===== config.mk =====
export PLATFORM = sky130hd
export DESIGN_NAME = serdes_phy_seq
export DESIGN_NICKNAME = d
export VERILOG_FILES = /design/src/rtl/physeq_pkg.sv /design/src/rtl/physeq_band_decode.sv /design/src/rtl/physeq_wait_timer.sv /design/src/rtl/serdes_phy_seq.sv
export SDC_FILE = /design/constraint.sdc
export NUM_CORES = 1
export LEC_CHECK = 0
export BUFFER_PORTS_ARGS = -buffer_cell sky130_fd_sc_hd__buf_2
export CAP_MARGIN = 15
export CORE_ASPECT_RATIO = 1.5
export CORE_UTILIZATION = 54
export DETAILED_ROUTE_END_ITERATION = 8
export GPL_TIMING_DRIVEN = 0
export PLACE_DENSITY_LB_ADDON = 0.25
export SLEW_MARGIN = 20
export SYNTH_ARGS = -nofsm -noshare
export SYNTH_HDL_FRONTEND = slang
export SYNTH_SLANG_ARGS = --single-unit

===== constraint.sdc =====
create_clock -name clk -period 2.95 [get_ports clk]
set_input_delay 0.4425 -clock clk [delete_from_list [all_inputs] [get_ports clk]]
set_output_delay 0.4425 -clock clk [all_outputs]
set_load 0.005 [all_outputs]

===== src/rtl/physeq_pkg.sv =====
package physeq_pkg;

  localparam int unsigned ADDR_W = 12;
  localparam int unsigned DATA_W = 32;
  localparam int unsigned FREQ_W = 32;
  localparam int unsigned N_BANDS = 5;
  localparam int unsigned DIV_W = 8;
  localparam int unsigned ODF_W = 2;

  localparam logic [ADDR_W-1:0] ADR_SERIAL = 12'h504;
  localparam logic [ADDR_W-1:0] ADR_PLL    = 12'h510;
  localparam logic [ADDR_W-1:0] ADR_CURR   = 12'h518;
  localparam logic [ADDR_W-1:0] ADR_CALIB  = 12'h520;

  localparam logic [DIV_W-1:0] FB_DIV = 8'd40;

  // serializer word fields
  localparam logic [DATA_W-1:0] SER_ON       = 32'h0000_0001;
  localparam logic [DATA_W-1:0] SER_EXT_DATA = 32'h0001_0000;
  localparam logic [DATA_W-1:0] SER_SINK_DET = 32'h0004_0000;
  localparam logic [DATA_W-1:0] SER_BIAS_DET = 32'h0008_0000;
  localparam logic [DATA_W-1:0] SER_SRC_TERM = 32'h0100_0000;
  localparam logic [DATA_W-1:0] SER_OWN_MASK = 32'h010F_0003;
  localparam logic [DATA_W-1:0] SER_HI_EXTRA = 32'h0000_1110;

  localparam logic [FREQ_W-1:0] TERM_ABOVE_HZ  = 32'd165_000_000;
  localparam logic [FREQ_W-1:0] EXTRA_ABOVE_HZ = 32'd250_000_000;
  localparam logic [FREQ_W-1:0] EXTRA_UPTO_HZ  = 32'd300_000_000;

  typedef enum logic [2:0] {
    ST_IDLE, ST_LOCK_WAIT, ST_CURR, ST_CALIB, ST_FINISH, ST_DN_PLL, ST_DN_WAIT
  } seq_state_e;

  typedef struct packed {
    logic              valid;
    logic [DIV_W-1:0]  in_div;
    logic [ODF_W-1:0]  out_code;
    logic              src_term;
    logic              hi_extra;
  } band_cfg_t;

  // lower edge of band i; edge N_BANDS is the upper limit
  function automatic logic [FREQ_W-1:0] band_edge(input int unsigned i);
    case (i)
      0:       band_edge = 32'd0;
      1:       band_edge = 32'd20_000_000;
      2:       band_edge = 32'd42_500_000;
      3:       band_edge = 32'd85_000_000;
      4:       band_edge = 32'd170_000_000;
      default: band_edge = 32'd340_000_000;
    endcase
  endfunction

  function automatic logic [ODF_W-1:0] band_odf(input int unsigned i);
    case (i)
      0, 1:    band_odf = 2'd3;
      2:       band_odf = 2'd2;
      3:       band_odf = 2'd1;
      default: band_odf = 2'd0;
    endcase
  endfunction

endpackage


===== src/rtl/physeq_band_decode.sv =====
module physeq_band_decode
  import physeq_pkg::*;
(
  input  logic [FREQ_W-1:0] freq_i,
  output band_cfg_t         cfg_o
);

  always_comb begin
    cfg_o = '0;
    for (int unsigned i = 0; i < N_BANDS; i++) begin
      if (!cfg_o.valid && freq_i >= band_edge(i) && freq_i < band_edge(i + 1)) begin
        cfg_o.valid    = 1'b1;
        cfg_o.in_div   = DIV_W'(1) << i;
        cfg_o.out_code = band_odf(i);
      end
    end
    cfg_o.src_term = (freq_i > TERM_ABOVE_HZ);
    cfg_o.hi_extra = (freq_i > EXTRA_ABOVE_HZ) && (freq_i <= EXTRA_UPTO_HZ);
  end

endmodule


===== src/rtl/physeq_wait_timer.sv =====
module physeq_wait_timer #(
  parameter int unsigned LIMIT = 6_250_000
) (
  input  logic clk,
  input  logic rst_n,
  input  logic run_i,
  output logic expired_o
);

  localparam int unsigned CW = (LIMIT > 1) ? $clog2(LIMIT) : 1;
  localparam logic [CW-1:0] LAST = CW'(LIMIT - 1);

  logic [CW-1:0] cnt_q, cnt_d;
  logic          cnt_en;

  assign cnt_en = run_i || (cnt_q != '0);

  always_comb begin
    cnt_d = cnt_q;
    if (!run_i)            cnt_d = '0;
    else if (cnt_q != LAST) cnt_d = cnt_q + CW'(1);
  end

  always_ff @(posedge clk or negedge rst_n) begin
    if (!rst_n)      cnt_q <= '0;
    else if (cnt_en) cnt_q <= cnt_d;
  end

  assign expired_o = run_i && (cnt_q == LAST);

  // the wait count never runs past its limit
  a_r4_cnt_bound: assert property (@(posedge clk) disable iff (!rst_n)
    cnt_q <= LAST);

endmodule


===== src/rtl/serdes_phy_seq.sv =====
module serdes_phy_seq
  import physeq_pkg::*;
#(
  parameter int unsigned TIMEOUT_CYC = 6_250_000
) (
  input  logic              clk,
  input  logic              rst_n,
  input  logic              start_i,
  input  logic              stop_i,
  input  logic [FREQ_W-1:0] pix_hz_i,
  input  logic              lock_i,
  output logic              wr_en_o,
  output logic [ADDR_W-1:0] wr_addr_o,
  output logic [DATA_W-1:0] wr_data_o,
  output logic              busy_o,
  output logic              done_o,
  output logic              err_o
);

  seq_state_e        state_q, state_d;
  logic              wr_en_d;
  logic [ADDR_W-1:0] wr_addr_d;
  logic [DATA_W-1:0] wr_data_d;
  logic              done_d, err_d;
  logic [DATA_W-1:0] ser_q, ser_d;
  logic              ser_en;
  band_cfg_t         cfg;
  logic              waiting, expired;
  logic [DATA_W-1:0] pll_word, ser_word;

  physeq_band_decode u_band (
    .freq_i (pix_hz_i),
    .cfg_o  (cfg)
  );

  assign waiting = (state_q == ST_LOCK_WAIT) || (state_q == ST_DN_WAIT);

  physeq_wait_timer #(.LIMIT(TIMEOUT_CYC)) u_timer (
    .clk       (clk),
    .rst_n     (rst_n),
    .run_i     (waiting),
    .expired_o (expired)
  );

  assign pll_word = {6'd0, cfg.out_code, cfg.in_div, FB_DIV, 8'h01};
  assign ser_word = SER_ON | SER_EXT_DATA | SER_SINK_DET | SER_BIAS_DET
                  | (cfg.src_term ? SER_SRC_TERM : '0)
                  | (cfg.hi_extra ? (SER_HI_EXTRA & ~SER_OWN_MASK) : '0);

  always_comb begin
    state_d   = state_q;
    wr_en_d   = 1'b0;
    wr_addr_d = wr_addr_o;
    wr_data_d = wr_data_o;
    done_d    = done_o;
    err_d     = err_o;
    ser_d     = ser_q;
    ser_en    = 1'b0;
    case (state_q)
      ST_IDLE: begin
        if (start_i) begin
          done_d = 1'b0;
          err_d  = 1'b0;
          if (cfg.valid) begin
            wr_en_d   = 1'b1;
            wr_addr_d = ADR_PLL;
            wr_data_d = pll_word;
            ser_d     = ser_word;
            ser_en    = 1'b1;
            state_d   = ST_LOCK_WAIT;
          end else begin
            done_d = 1'b1;
            err_d  = 1'b1;
          end
        end else if (stop_i) begin
          done_d    = 1'b0;
          err_d     = 1'b0;
          wr_en_d   = 1'b1;
          wr_addr_d = ADR_SERIAL;
          wr_data_d = SER_SINK_DET | SER_BIAS_DET;
          state_d   = ST_DN_PLL;
        end
      end
      ST_LOCK_WAIT: begin
        if (lock_i) begin
          wr_en_d   = 1'b1;
          wr_addr_d = ADR_SERIAL;
          wr_data_d = ser_q;
          state_d   = ST_CURR;
        end else if (expired) begin
          done_d  = 1'b1;
          err_d   = 1'b1;
          state_d = ST_IDLE;
        end
      end
      ST_CURR: begin
        wr_en_d   = 1'b1;
        wr_addr_d = ADR_CURR;
        wr_data_d = '0;
        state_d   = ST_CALIB;
      end
      ST_CALIB: begin
        wr_en_d   = 1'b1;
        wr_addr_d = ADR_CALIB;
        wr_data_d = '0;
        state_d   = ST_FINISH;
      end
      ST_FINISH: begin
        done_d  = 1'b1;
        state_d = ST_IDLE;
      end
      ST_DN_PLL: begin
        wr_en_d   = 1'b1;
        wr_addr_d = ADR_PLL;
        wr_data_d = '0;
        state_d   = ST_DN_WAIT;
      end
      ST_DN_WAIT: begin
        if (!lock_i) begin
          done_d  = 1'b1;
          state_d = ST_IDLE;
        end else if (expired) begin
          done_d  = 1'b1;
          err_d   = 1'b1;
          state_d = ST_IDLE;
        end
      end
      default: state_d = ST_IDLE;
    endcase
  end

  always_ff @(posedge clk or negedge rst_n) begin
    if (!rst_n) begin
      state_q   <= ST_IDLE;
      wr_en_o   <= 1'b0;
      wr_addr_o <= '0;
      wr_data_o <= '0;
      done_o    <= 1'b0;
      err_o     <= 1'b0;
      ser_q     <= '0;
    end else begin
      state_q <= state_d;
      wr_en_o <= wr_en_d;
      done_o  <= done_d;
      err_o   <= err_d;
      if (wr_en_d) begin
        wr_addr_o <= wr_addr_d;
        wr_data_o <= wr_data_d;
      end
      if (ser_en) ser_q <= ser_d;
    end
  end

  assign busy_o = (state_q != ST_IDLE);

  // strobe only inside a running sequence
  a_r10_quiet_idle: assert property (@(posedge clk) disable iff (!rst_n)
    !busy_o |-> !wr_en_o);

  // strobe only to the four legal offsets
  a_r10_legal_addr: assert property (@(posedge clk) disable iff (!rst_n)
    wr_en_o |-> (wr_addr_o == ADR_SERIAL || wr_addr_o == ADR_PLL ||
                 wr_addr_o == ADR_CURR   || wr_addr_o == ADR_CALIB));

  // result flags never overlap a running sequence
  a_r10_done_idle: assert property (@(posedge clk) disable iff (!rst_n)
    done_o |-> !busy_o);

  // calibration write comes right after the current-control write
  a_r7_calib_order: assert property (@(posedge clk) disable iff (!rst_n)
    (wr_en_o && wr_addr_o == ADR_CALIB) |->
      ($past(wr_en_o) && $past(wr_addr_o) == ADR_CURR));

  // an enabling PLL word carries the fixed feedback divider
  a_r2_fb_div: assert property (@(posedge clk) disable iff (!rst_n)
    (wr_en_o && wr_addr_o == ADR_PLL && wr_data_o[0]) |->
      (wr_data_o[15:8] == FB_DIV));

endmodule


==> impl_results.md <==
* Status: complete, no violations
* Ant diodes at 0
* Die Y at 98.6 um
* Root buffer cell: clkbuf_8
* Clock Pin Slew Worst Setup and Hold Paths at 0.10 ns
* Worst slack at placement at 0.503 ns
* Final worst slack at 0.418 ns
* Multi-input combinational cell area at 1890 sq um
* Slew @ Worst Pin at 0.952 ns
* Synth cell types at 71
* Core Region at 5910 sq um
* Drt drc at 0
* Endpoints failing hold at 0
* Crit-path max FO at 6
* CTS tree: yes
* Leak Pwr at 1.74 nW
* Seq/Total Area, Yosys at 35.0%
* CTS Sinks at 47
* Tot GR Track Use at 29.7%
* Final min period at 2.53 ns
* First-pass GRT wire length at 14.8 mm
* Cell Pwr Density at 643 nW/um^2
* Worst-Skew Late Latency at 0.31 ns
* Placed Area at 3790 sq um
* Detailed Place HPWL at 7.21 mm
* Post-Route M1 WL at 3.17 mm
* Drt first-iter violations at 206
* Area grow syn2layout at 16.5%
* Crit share post-route at 85.8%
* Synth Flop Type: dfrtp_1
* RSZ-0062 raised after global routing: no
* Post-Synthesis Cells at 404
* Sequential cell area at 1180 sq um
* Warnings, synthesis at 0
* # rows at 34
* Number of synthesized register bits at 47
* Initial core utilization at 56.8%
* Max Slew Vio Count at 0
* Die Span X at 66.4 um
* GP Congestion at 0.961
* CP startpoint kind: flop
* Peak VDD IR at 0.300 mV
* Via density at 5.84
* Vias in the first global route at 3167
* Share of layout cells above drive strength 1 at 23.2%
* Worst slew margin at 36.0%
* Sum of negative setup slack at 0 ns
* Routed wire length at 9.24 mm
* Total grt overflow at 0
* Crit path kind: flop to flop
* Max Cap Viol at 0
* Post-cts resize count at 0
* Die area at 6540 sq um
* Syn Area/Cell at 8.31 sq um
* Arrival @ worst endpoint at 2.74 ns
* Initial antenna violation count at 0
* TritonCTS Buffers at 5
* Worst Hold Margin at 0.128 ns
* Antenna-violating nets left at 0
* Count of final setup violators at 0
* Final Cell Area at 3910 sq um
* Vias at 3266
* Setup Fix Bufs, Post-CTS at 0
* CP Capture Type: flop
* Top sig layer: met4
* Avg WL per Cell at 16.5 um
* I/O pins at 85
* Clock Skew at 0.0122 ns
* Fillcell total at 516
* CTS Hold Bufs at 0
* # nets final at 525
* Fmax at 395 MHz
* Port buffer count at 51
* Worst path required time at 3.16 ns
* Netlist Area Pre-Place at 3360 sq um
* Metal2 WL at 5.33 mm
* HP Class: primary input to async pin
* Ys async rst share at 100%
* Post-synth EDFFs at 0
* First-pass DRT Iterations at 7
* Pin count of the biggest net entering global routing at 48
* Max Buffers Root-to-Sink at 2
* Metal3 WL at 307 um
* Htree depth at 2
-- metal layers --
layer,up-vias,track usage (%)
li1,1573,-
met1,1551,26.9
met2,112,59.3
met3,30,3.47
met4,0,17.3
met5,-,0
-- synthesized netlist by cell type (4+ instances only) --
| library cell | count | share of area (%) |
|---|---|---|
| and2_1 | 4 | 0.75 |
| inv_1 | 9 | 1.0 |
| nor4_1 | 17 | 3.2 |
| nand3_1 | 19 | 2.8 |
| a31oi_1 | 4 | 0.75 |
| a21oi_1 | 14 | 2.1 |
| xor2_1 | 11 | 2.9 |
| nand4_1 | 11 | 2.1 |
| o211ai_1 | 4 | 0.89 |
| nand2b_1 | 7 | 1.3 |
| nor3_1 | 8 | 1.2 |
| or3_1 | 6 | 1.1 |
| o21ai_0 | 16 | 2.4 |
| nand2_1 | 37 | 4.1 |
| clkbuf_1 | 15 | 1.7 |
| nor2_1 | 46 | 5.1 |
| or4_1 | 4 | 0.89 |
| dfrtp_1 | 47 | 35 |
| buf_2 | 5 | 0.75 |
| xnor2_1 | 7 | 1.8 |
| buf_4 | 29 | 6.5 |
| and3_1 | 8 | 1.5 |
-- registers in the layout, summed over array words and instances, names as in the netlist --
register,cells
err_o,1
wr_data_o,10
u_timer.cnt_q,23
state_q,3
done_o,1
ser_q,3
wr_addr_o,5
wr_en_o,1
-- placed cells by master, fill, tap and decap left out, types with 6 or more instances in the layout --
| master | instances |
|---|---|
| buf_2 | 55 |
| dfrtp_1 | 47 |
| nor2_1 | 46 |
| nand2_1 | 37 |
| buf_4 | 30 |
| conb_1 | 25 |
| nand3_1 | 19 |
| nor4_1 | 17 |
| o21ai_0 | 16 |
| clkbuf_1 | 15 |
| a21oi_1 | 14 |
| nand4_1 | 11 |
| xor2_1 | 11 |
| inv_1 | 9 |
| nor3_1 | 8 |
| and3_1 | 8 |
| nand2b_1 | 7 |
| xnor2_1 | 7 |
| or3_1 | 6 |
-- cell type report --
| class | instances | share of cell area [%] |
|---|---|---|
| multi-input combinational | 318 | 48.4 |
| clock inverter | 3 | 1.18 |
| tap | 72 | 2.30 |
| sequential | 47 | 30.1 |
| inverter | 9 | 0.864 |
| clock buffer | 5 | 1.76 |
| timing repair buffer | 51 | 6.59 |
| buffer | 54 | 8.86 |
-- report_power, final --
group / leakage (nW) / total [W] / switching [W] / internal [W]
registers: 0.613 / 0.000881 / 0.0000980 / 0.000783
logic: 1.07 / 0.00113 / 0.000677 / 0.000456
clock network: 0.0548 / 0.000498 / 0.000242 / 0.000256
total: 1.74 / 0.00251 / 0.00102 / 0.00149
-- kinds of logic after synthesis --
logic type               share of synthesized area (%)
AND/OR/NAND/NOR                                   29.6
XOR/XNOR                                          4.70
multiplexers                                      1.27
flip-flops                                        35.0
adder cells (fa/ha/maj)                          0.745
buffers and inverters                             11.3
AO/OA/AOI/OAI                                     17.3
other                                            0.112
-- critical path, cell delays in order (launching register included) --
cell and delay [ns]:
dfrtp_1 0.46, ha_1 0.23, nand4_1 0.15, nor3_1 0.55
and3_1 0.34, nand3_1 0.17, o211a_1 0.24, or2_2 0.28
-- metrics by stage --
step	instances	power (W)	utilization [%]
6_report	559	0.00251	66.1
5_1_grt	559	0.00269	66.1
4_1_cts	559	0.00251	66.1
3_5_place_dp	551	0.00202	64.1
3_3_place_gp	551	0.00199	64.1
2_1_floorplan	428	0.00164	-
-- worst paths after layout --
check / startpoint / endpoint / slack, ns / cells past startpoint
setup reg to reg: u_timer.cnt_q[0] / u_timer.cnt_q[20] / 0.42 / 7
min in group clk: wr_addr_o[3] / wr_addr_o[3] / 0.48 / 2
hold / removal: rst_n / u_timer.cnt_q[7] / 0.13 / 1
setup / recovery: u_timer.cnt_q[0] / u_timer.cnt_q[20] / 0.42 / 7
hold reg to reg: wr_addr_o[3] / wr_addr_o[3] / 0.48 / 2
max in group asynchronous: rst_n / u_timer.cnt_q[16] / 2.40 / 1
Note: power is estimated with default switching activity, not from simulation.
